[src/rtl/agu_pkg.sv]
package agu_pkg;
  typedef enum logic [1:0] {
    UPD_NONE = 2'd0,
    UPD_INC  = 2'd1,
    UPD_DEC  = 2'd2,
    UPD_BREV = 2'd3
  } upd_mode_t;

  typedef enum logic [1:0] {
    FLD_PTR  = 2'd0,
    FLD_STEP = 2'd1,
    FLD_BASE = 2'd2,
    FLD_LIM  = 2'd3
  } fld_sel_t;
endpackage

[src/rtl/agu_chan.sv]
module agu_chan
  import agu_pkg::*;
#(
  parameter int PW       = 13,
  parameter bit HAS_BREV = 1'b1
) (
  input  logic          clk,
  input  logic          rst,
  input  logic          step,
  input  logic [1:0]    mode,
  input  logic          wr_en,
  input  logic [1:0]    wr_sel,
  input  logic [PW-1:0] wr_data,
  output logic [PW-1:0] ptr_q,
  output logic [PW-1:0] inc_q,
  output logic [PW-1:0] base_q,
  output logic [PW-1:0] lim_q
);
  logic [PW-1:0] ptr_nx;
  logic [PW-1:0] brev_nx;
  logic          ptr_wr;
  upd_mode_t     md;

  assign md     = upd_mode_t'(mode);
  assign ptr_wr = wr_en && (wr_sel == FLD_PTR);

  generate
    if (HAS_BREV) begin : g_brev
      logic [PW-1:0] rev_ptr, rev_inc, rev_back;
      logic [PW:0]   rsum;
      for (genvar i = 0; i < PW; i++) begin : g_bit
        assign rev_ptr[i]  = ptr_q[PW-1-i];
        assign rev_inc[i]  = inc_q[PW-1-i];
        assign rev_back[i] = rsum[PW-1-i];
      end
      assign rsum    = {1'b0, rev_ptr} + {1'b0, rev_inc};
      assign brev_nx = rev_back + (rsum[PW] ? lim_q : '0);
    end else begin : g_nobrev
      assign brev_nx = ptr_q;
    end
  endgenerate

  always_comb begin
    case (md)
      UPD_INC:  ptr_nx = (ptr_q == lim_q) ? base_q : ptr_q + inc_q;
      UPD_DEC:  ptr_nx = (ptr_q == lim_q) ? base_q : ptr_q - inc_q;
      UPD_BREV: ptr_nx = brev_nx;
      default:  ptr_nx = ptr_q;
    endcase
  end

  always_ff @(posedge clk) begin
    if (rst) begin
      ptr_q  <= '0;
      inc_q  <= '0;
      base_q <= '0;
      lim_q  <= '0;
    end else begin
      if (ptr_wr)      ptr_q <= wr_data;
      else if (step)   ptr_q <= ptr_nx;
      if (wr_en && wr_sel == FLD_STEP) inc_q  <= wr_data;
      if (wr_en && wr_sel == FLD_BASE) base_q <= wr_data;
      if (wr_en && wr_sel == FLD_LIM)  lim_q  <= wr_data;
    end
  end

  a_r11_write_wins: assert property (@(posedge clk) disable iff (rst)
    ptr_wr |=> ptr_q == $past(wr_data));

  a_r4_wrap_to_base: assert property (@(posedge clk) disable iff (rst)
    (step && !ptr_wr && (md == UPD_INC || md == UPD_DEC) && ptr_q == lim_q)
    |=> ptr_q == $past(base_q));

  a_r6_none_holds: assert property (@(posedge clk) disable iff (rst)
    (!ptr_wr && (!step || md == UPD_NONE)) |=> $stable(ptr_q));

  a_r10_limit_write: assert property (@(posedge clk) disable iff (rst)
    (wr_en && wr_sel == FLD_LIM) |=> lim_q == $past(wr_data));

  generate
    if (!HAS_BREV) begin : g_rom_chk
      a_r6_rom_brev_holds: assert property (@(posedge clk) disable iff (rst)
        (step && !ptr_wr && md == UPD_BREV) |=> $stable(ptr_q));
    end
  endgenerate
endmodule

[src/rtl/agu_addr_form.sv]
module agu_addr_form #(
  parameter int PW = 13,
  parameter int AW = 16,
  parameter int CW = 2
) (
  input  logic          clk,
  input  logic          rst,
  input  logic          acc_valid,
  input  logic [CW-1:0] acc_chan,
  input  logic          acc_bias,
  input  logic          acc_direct,
  input  logic [PW-1:0] acc_offset,
  input  logic [PW-1:0] sel_ptr,
  input  logic          bar_wr_en,
  input  logic [AW-1:0] bar_wr_data,
  output logic          addr_valid,
  output logic          addr_is_ram,
  output logic [AW-1:0] addr_out
);
  localparam int XW = AW - PW;

  logic [AW-1:0] bar_q;
  logic [PW-1:0] src;
  logic [AW-1:0] src_sx, src_zx, eff;
  logic          is_ram;

  assign is_ram = (acc_chan != '0);
  assign src    = acc_direct ? acc_offset : sel_ptr;
  assign src_sx = {{XW{src[PW-1]}}, src};
  assign src_zx = {{XW{1'b0}}, src};
  assign eff    = (is_ram && acc_bias) ? bar_q + src_sx : src_zx;

  always_ff @(posedge clk) begin
    if (rst) begin
      bar_q       <= '0;
      addr_valid  <= 1'b0;
      addr_is_ram <= 1'b0;
      addr_out    <= '0;
    end else begin
      if (bar_wr_en) bar_q <= bar_wr_data;
      addr_valid <= acc_valid;
      if (acc_valid) begin
        addr_is_ram <= is_ram;
        addr_out    <= eff;
      end
    end
  end

  a_r2_valid_follows: assert property (@(posedge clk) disable iff (rst)
    acc_valid |=> addr_valid);

  a_r2_idle_follows: assert property (@(posedge clk) disable iff (rst)
    !acc_valid |=> !addr_valid);

  a_r7_rom_unbiased: assert property (@(posedge clk) disable iff (rst)
    (addr_valid && !addr_is_ram) |-> addr_out[AW-1:PW] == '0);

  a_r10_bar_write: assert property (@(posedge clk) disable iff (rst)
    bar_wr_en |=> bar_q == $past(bar_wr_data));
endmodule

[src/rtl/idx_addr_gen.sv]
module idx_addr_gen
  import agu_pkg::*;
#(
  parameter int NCH = 4,
  parameter int PW  = 13,
  parameter int AW  = 16,
  parameter int CW  = $clog2(NCH)
) (
  input  logic          clk,
  input  logic          rst,
  input  logic          acc_valid,
  input  logic [CW-1:0] acc_chan,
  input  logic [1:0]    acc_mode,
  input  logic          acc_bias,
  input  logic          acc_direct,
  input  logic [PW-1:0] acc_offset,
  input  logic          wr_en,
  input  logic [CW-1:0] wr_chan,
  input  logic [1:0]    wr_sel,
  input  logic [PW-1:0] wr_data,
  input  logic          bar_wr_en,
  input  logic [AW-1:0] bar_wr_data,
  input  logic [CW-1:0] rd_chan,
  input  logic [1:0]    rd_sel,
  output logic [PW-1:0] rd_data,
  output logic          addr_valid,
  output logic          addr_is_ram,
  output logic [AW-1:0] addr_out
);
  logic [PW-1:0] ptr_all  [NCH];
  logic [PW-1:0] inc_all  [NCH];
  logic [PW-1:0] base_all [NCH];
  logic [PW-1:0] lim_all  [NCH];

  generate
    for (genvar g = 0; g < NCH; g++) begin : g_chan
      logic ch_step, ch_wr;
      assign ch_step = acc_valid && !acc_direct && (acc_chan == CW'(g));
      assign ch_wr   = wr_en && (wr_chan == CW'(g));
      agu_chan #(.PW(PW), .HAS_BREV(g != 0)) u_chan (
        .clk    (clk),
        .rst    (rst),
        .step   (ch_step),
        .mode   (acc_mode),
        .wr_en  (ch_wr),
        .wr_sel (wr_sel),
        .wr_data(wr_data),
        .ptr_q  (ptr_all[g]),
        .inc_q  (inc_all[g]),
        .base_q (base_all[g]),
        .lim_q  (lim_all[g])
      );
    end
  endgenerate

  agu_addr_form #(.PW(PW), .AW(AW), .CW(CW)) u_form (
    .clk        (clk),
    .rst        (rst),
    .acc_valid  (acc_valid),
    .acc_chan   (acc_chan),
    .acc_bias   (acc_bias),
    .acc_direct (acc_direct),
    .acc_offset (acc_offset),
    .sel_ptr    (ptr_all[acc_chan]),
    .bar_wr_en  (bar_wr_en),
    .bar_wr_data(bar_wr_data),
    .addr_valid (addr_valid),
    .addr_is_ram(addr_is_ram),
    .addr_out   (addr_out)
  );

  always_ff @(posedge clk) begin
    if (rst) rd_data <= '0;
    else begin
      case (fld_sel_t'(rd_sel))
        FLD_PTR:  rd_data <= ptr_all[rd_chan];
        FLD_STEP: rd_data <= inc_all[rd_chan];
        FLD_BASE: rd_data <= base_all[rd_chan];
        default:  rd_data <= lim_all[rd_chan];
      endcase
    end
  end

  a_r1_reset_idle: assert property (@(posedge clk)
    rst |=> (!addr_valid && rd_data == '0));
endmodule

[config.mk]
export PLATFORM = sky130hd
export DESIGN_NAME = idx_addr_gen
export DESIGN_NICKNAME = d
export VERILOG_FILES = /design/src/rtl/agu_pkg.sv /design/src/rtl/agu_chan.sv /design/src/rtl/agu_addr_form.sv /design/src/rtl/idx_addr_gen.sv
export SDC_FILE = /design/constraint.sdc
export NUM_CORES = 1
export LEC_CHECK = 0
export BUFFER_PORTS_ARGS = -buffer_cell sky130_fd_sc_hd__buf_4
export CORE_UTILIZATION = 30
export CTS_CLUSTER_SIZE = 8
export DETAILED_ROUTE_END_ITERATION = 10
export SYNTH_ARGS = -nofsm -noshare
export SYNTH_HDL_FRONTEND = slang
export SYNTH_SLANG_ARGS = --single-unit
[constraint.sdc]
create_clock -name clk -period 5.4 [get_ports clk]
set_clock_uncertainty 0.05 [all_clocks]
set_input_delay 0 -clock clk [delete_from_list [all_inputs] [get_ports clk]]
set_output_delay 0 -clock clk [all_outputs]
set_load 0.05 [all_outputs]
* Yosys cells after proc, flatten, opt, wreduce, memory -nomap -nowiden
Cells that the tools add are included.
** Operators by class
- Add/sub/neg operators :: 15
- $mul :: 0
- Div/mod/pow operators :: 0
- Order comparisons :: 2
- Eq/ne operators :: 18
- Shifts and indexed selects :: 0
- Mux-type cells :: 41
- Bitwise operators :: 2
- Reduce and logical (&&, ||, !) cells :: 44
** Operators with widths (count)
- two-way mux 13 bit :: 30
- one-hot mux 13 bit (3 select lines) :: 4
- binary-select mux 13 bit (select 2 bit) :: 5
- adder 13 bit :: 7
- == test 13 bit :: 4
- subtractor 13 bit :: 4
- adder 13 x 13 -> 14 bit :: 3
- logical AND 1 bit :: 26
- one-hot mux 13 bit (2 select lines) :: 1
- == test 2 bit (second input constant) :: 9
- adder 16 bit :: 1
- two-way mux 16 bit :: 1
- nonzero test 4 bit :: 3
- == test 2 x 1 -> 1 bit (second input constant) :: 5
- nonzero test 2 bit :: 5
- logical NOT 2 bit :: 4
- AND reduction 2 bit :: 4
- greater-or-equal comparator 3 bit (second input constant) :: 2
- NOT 2 -> 3 bit :: 2
- nonzero test 3 bit :: 1
- logical NOT 1 bit :: 1
** Word-level totals
- Flip-flop bits (word level) :: 255
- Latch bits :: 0
- RAM bits :: 0
- ROM bits :: 0
- Input bits :: 61
- Output and inout port bits :: 31
- Logic and storage cells :: 143
- Memories :: 0

* Logic depth before layout (Yosys ltp)
- Depth in word-level cells :: 7
- Mapped depth :: 24
- Depth with buffers taken out :: 24

* By module
Synthesis repeated with hierarchy kept, for this count alone.
** Unflattened totals
- Cell total of the unflattened synthesis :: 2793
- Area, all modules :: 22110.0 sq um
** Modules (own cells, without submodules)
- agu_chan (g_chan[3].u_chan) :: instances 1, cells an instance 632, area an instance 4618.2 sq um, seq. area each 1041.0 sq um
- agu_chan (g_chan[1].u_chan) :: instances 1, cells an instance 611, area an instance 4529.3 sq um, seq. area each 1041.0 sq um
- agu_chan (g_chan[2].u_chan) :: instances 1, cells an instance 605, area an instance 4490.6 sq um, seq. area each 1041.0 sq um
- agu_chan (g_chan[0].u_chan) :: instances 1, cells an instance 470, area an instance 3569.7 sq um, seq. area each 1041.0 sq um
- idx_addr_gen :: instances 1, cells an instance 209, area an instance 2590.0 sq um, seq. area each 260.2 sq um
- agu_addr_form :: instances 1, cells an instance 266, area an instance 2312.2 sq um, seq. area each 680.7 sq um

* Least setup slack after synthesis
Ideal clock, no wire load.
- Path kind :: register to register
- Start point :: register g_chan[2].u_chan.inc_q[10]
- End point :: register g_chan[2].u_chan.ptr_q[12]
- Library setup time :: 127 ps
- Arrival time :: 4353 ps
- Data required time :: 5223 ps
- Setup slack :: 871 ps
- Cell stages (with the launch flop) :: 25
- Path buffers :: 1
- Clock period less this slack :: 4529 ps
- Path through :: dfxtp_1 -> inv_1 -> ha_1 -> buf_2 -> o21bai_1 -> a21oi_1 -> o21ai_0 -> a221oi_1 -> o21ai_0 -> a221o_1 -> a21oi_1 -> o21ai_0 -> xnor2_1 -> ha_1 -> inv_1 -> fa_1 -> nor2b_1 -> o31a_1 -> o211a_1 -> o21a_1 -> o21a_1 -> o41ai_1 -> xor2_1 -> xnor2_1 -> o22ai_1
** On the way
- Word-level cells in the longest chain between the ends :: 6
- Elaborated cells on any way between the ends :: 10
- Those cells by class :: 4 x add/sub; 6 x mux
** RTL lines
- start: declaration :: line agu_chan.sv:15 : output logic [PW-1:0] inc_q,
- start signal: assignment :: line agu_chan.sv:61 : if (wr_en && wr_sel == FLD_STEP) inc_q <= wr_data;
- adder 13 x 13 -> 14 bit :: line agu_chan.sv:36 : assign rsum = {1'b0, rev_ptr} + {1'b0, rev_inc};
- two-way mux 13 bit :: line agu_chan.sv:37 : assign brev_nx = rev_back + (rsum[PW] ? lim_q : '0);
- adder 13 bit :: line agu_chan.sv:37
- one-hot mux 13 bit (3 select lines) (*) :: line agu_chan.sv:44 : case (md)
- two-way mux 13 bit (*) :: line agu_chan.sv:60 : else if (step) ptr_q <= ptr_nx;
- two-way mux 13 bit (*) :: line agu_chan.sv:59 : if (ptr_wr) ptr_q <= wr_data;
- end signal: assignment :: line agu_chan.sv:59
- end signal: assignment :: line agu_chan.sv:60
- end: declaration :: line agu_chan.sv:14 : output logic [PW-1:0] ptr_q,
Mark *: on every way between the ends. The rest lies on a longest branch, timed or not. The select of a mux whose other input is x is not followed.
A chain may end at the register's enable or synchronous reset.

* Worst setup path after layout
- Start point :: register g_chan[1].u_chan.inc_q[10]
- End point :: register g_chan[1].u_chan.ptr_q[12]
** On the way
- Word-level cells in the longest chain between the ends :: 6
- Elaborated cells on any way between the ends :: 10
- Those cells by class :: 4 x add/sub; 6 x mux
** RTL lines (line)
- start: declaration :: agu_chan.sv:15
- start signal: assignment :: agu_chan.sv:61
- adder 13 x 13 -> 14 bit :: agu_chan.sv:36
- two-way mux 13 bit :: agu_chan.sv:37
- adder 13 bit :: agu_chan.sv:37
- one-hot mux 13 bit (3 select lines) (*) :: agu_chan.sv:44
- two-way mux 13 bit (*) :: agu_chan.sv:60
- two-way mux 13 bit (*) :: agu_chan.sv:59
- end signal: assignment :: agu_chan.sv:59
- end signal: assignment :: agu_chan.sv:60
- end: declaration :: agu_chan.sv:14
Marked as above.

==> results.py <==
metrics = {
    "floorplanning": {
        "die_x_um": 265.8,
        "io_pins": 92,
        "start_util_pct": 30.39,
        "die-area_mm2": 0.07066,
        "core_area_mm2": 0.06871,
        "die_h_um": 265.8,
        "fp-row-count": 96,
    },
    "yosys": {
        "synth_cells": 2631,
        "yosysSeqAreaShare_pct": 24.45,
        "ys_ff_latch": 255,
        "synth_edf_count": 0,
        "postSynthAreaPerCell_um2": 7.936,
        "synth_top_area_cell": "dfxtp_1",
        "synthFlopType": "dfxtp_1",
        "async_reset_ff_share_pct": 0,
        "synthTopCellsByArea": "dfxtp_1, ha_1, mux4_2",
        "synthesis.nets": 2860,
        "netlist_area_mm2": 0.02088,
        "synth_cell_type_count": 77,
        "synth.top_cell.area_share_pct": 24.45,
        "yosys_warnings": 0,
    },
    "place": {
        "portBuffers": 91,
        "dp_hpwl_mm": 64.46,
        "dp_cells": 3533,
        "place_congestion": 1.026,
    },
    "clock_tree": {
        "numCtsBuffers": 38,
        "clock_latency_ns": 0.56,
        "cts_root_buf": "clkbuf_16",
        "h-tree-depth": 2,
        "cts_buffer_depth": 3,
        "cts_tree": "yes",
        "clk_pin_slew_ns": 0.06,
        "cts.sinks": 255,
    },
    "min_path": {
        "min_path_type": "primary input to register",
        "worstHoldPathCells": 2,
    },
    "run_status": {
        "violations": "negative hold slack",
        "status": "complete, but fails checks",
    },
    "timing": {
        "fmax_mhz": 200.4,
        "fin_crit_sh_pct": 92.41,
        "setup_viol": 0,
        "min_period_ns": 4.990,
        "slew_headroom_pct": 17.86,
        "hold_slack_ns": -0.04357,
        "hold_violations": 5,
        "worstMarginPinSlew_ns": 1.228,
        "drv_slew": 0,
    },
    "detailed_routing": {
        "ant_nets": 0,
        "routed_wirelength_mm": 85.61,
        "drcViolationCount": 0,
        "num_vias": 20740,
        "post_drt_wl_per_cell_um": 23.47,
        "drt_iter0_drc": 2417,
        "dr.pass1.iters": 6,
        "viasPerCell": 5.686,
    },
    "finish": {
        "layout.nets": 2935,
        "layout_commonest_cell": "nand2_1",
        "drive_gt1_share_pct": 11.73,
        "final_cell_mix": "nand2_1, a21oi_1, dfxtp_1",
        "fillers": 7106,
        "layoutNonFillerInstCount": 3647,
        "syn_to_final_growth_pct": 15.65,
    },
    "setup_path": {
        "path_depth": 23,
        "arrival_ns": 5.40,
        "crit_path_cell_trace": "inv_1, ha_1, o21bai_1, a21oi_1, o21bai_1, a221oi_1, o21ai_0, a21oi_1, o21ai_0, a21o_1, xnor2_1, ha_1, inv_1, fa_1, nor2b_1, o21ai_0, a21boi_1, o21ba_2, a221o_1, a21o_1, a21oi_1, xnor2_1, o41ai_1",
        "cpPeakStageDelay_ns": 0.47,
        "slowest_stage": "dfxtp_1",
        "path_delay_family": "compound AO/OA/AOI/OAI gates",
        "end_kind": "register",
        "r2r_cells": 23,
        "required_ns": 5.81,
        "cp-start-kind": "register",
        "crit_fanout": 10,
        "path_buf_inv": 2,
        "path_class": "register to register",
    },
    "power": {
        "leakagePower_uw": 0.009427,
        "peakVddDrop_v": 0.0001803,
        "powerDensity_mw_per_mm2": 222.1,
    },
    "global_routing": {
        "antenna_found_initial": 13,
        "grt_pass1_wl_mm": 126.3,
        "grt_pass1_vias": 19050,
        "grt_max_degree": 131,
        "grt_util_all_layers_pct": 23.68,
        "global_route.overflow_total": 0,
    },
    "flow_run": {
        "maxCapViolations": 0,
    },
}
==> report_power, final <==
group | switching, uW | total [uW] | leakage [uW] | internal, uW
combinational | 719 | 1170 | 0.00686 | 450
sequential | 76.6 | 2010 | 0.00207 | 1930
clock | 904 | 2180 | 0.000505 | 1280
==> cell families after synthesis <==
group	count (synthesis)	synth area share (%)
xor+xnor	162	6.862
simple gates	907	19.61
mux	155	12.19
fa+ha+maj	168	10.61
buf+inv	313	5.735
flops	255	24.45
compound gates	671	20.55
==> final timing paths <==
path | from | endpoint | slack [ns]
worst max-delay path | g_chan[1].u_chan.inc_q[10] | g_chan[1].u_chan.ptr_q[12] | 0.41
worst min-delay path | rst | u_form.bar_q[9] | -0.04
worst max register to register | g_chan[1].u_chan.inc_q[10] | g_chan[1].u_chan.ptr_q[12] | 0.41
worst min register to register | u_form.addr_out[13] | u_form.addr_out[13] | 0.42
==> through the flow <==
step	utilization, %	TNS [ns]	total power, uW	area (um^2)	worst slack, ns
6_report	35.14	0	5362	24150	0.4099
3_5_place_dp	32.69	0	3141	22460	0.3549
5_1_grt	35.13	-0.01064	5526	24140	-0.01064
2_1_floorplan	-	0	2787	20880	0.8705
3_3_place_gp	32.69	0	3146	22460	0.3447
4_1_cts	35.07	0	5345	24100	0.3134
==> repair_timing <==
action	in CTS	in global routing
resized for setup	0	7
endpoints found under the hold margin	247	0
hold buffers	61	0
endpoints found under the setup margin	0	6
buffers inserted	0	3
==> cells in the mapped netlist (all sizes together), types with 41 or more instances <==
cell type and number:
nand2 371, a21oi 283, dfxtp 255, nor2 219, ha 153, inv 143
clkbuf 136, xnor2 104, o21ai 93, nor3 80, mux4 78, mux2i 63
xor2 57, nor2b 49, a211oi 41
==> per-layer routing <==
metal	GRT usage, %	part of all wire, %	routed length (um)	up-vias
li1	-	-	-	9484
met1	30.05	40	34070	9911
met2	37.15	44	37890	1065
met3	5.610	10	8679	262
met4	12.46	5.7	4862	16
met5	0	0.13	110	-
==> worst register-to-register path, stage by stage, from the launching register on <==
cell and delay (ns):
dfxtp_1 0.47, inv_1 0.08, ha_1 0.47, o21bai_1 0.12, a21oi_1 0.28, o21bai_1 0.14, a221oi_1 0.37, o21ai_0 0.13
a21oi_1 0.21, o21ai_0 0.12, a21o_1 0.21, xnor2_1 0.12, ha_1 0.21, inv_1 0.07, fa_1 0.19, nor2b_1 0.05
o21ai_0 0.22, a21boi_1 0.14, o21ba_2 0.22, a221o_1 0.35, a21o_1 0.19, a21oi_1 0.17, xnor2_1 0.08, o41ai_1 0.22
==> layout make-up <==
class	instances	area (um^2)	area share [%]
timing repair buffer	203	1695	7.021
multi-input combinational	2063	14600	60.47
clock inverter	4	38.79	0.1606
sequential	255	5105	21.14
clock buffer	42	985.9	4.083
inverter	145	544.3	2.254
antenna	4	10.01	0.04146
tap	931	1165	4.824
==> sequential cells by signal, summed over array words and instances, names as in the netlist <==
signal and cells:
u_form.addr_valid 1, g_chan.u_chan.lim_q 52, g_chan.u_chan.ptr_q 52, rd_data 13, u_form.addr_out 16, g_chan.u_chan.base_q 52, u_form.bar_q 16, g_chan.u_chan.inc_q 52
u_form.addr_is_ram 1
No activity file was read; power rests on OpenSTA's default activity.
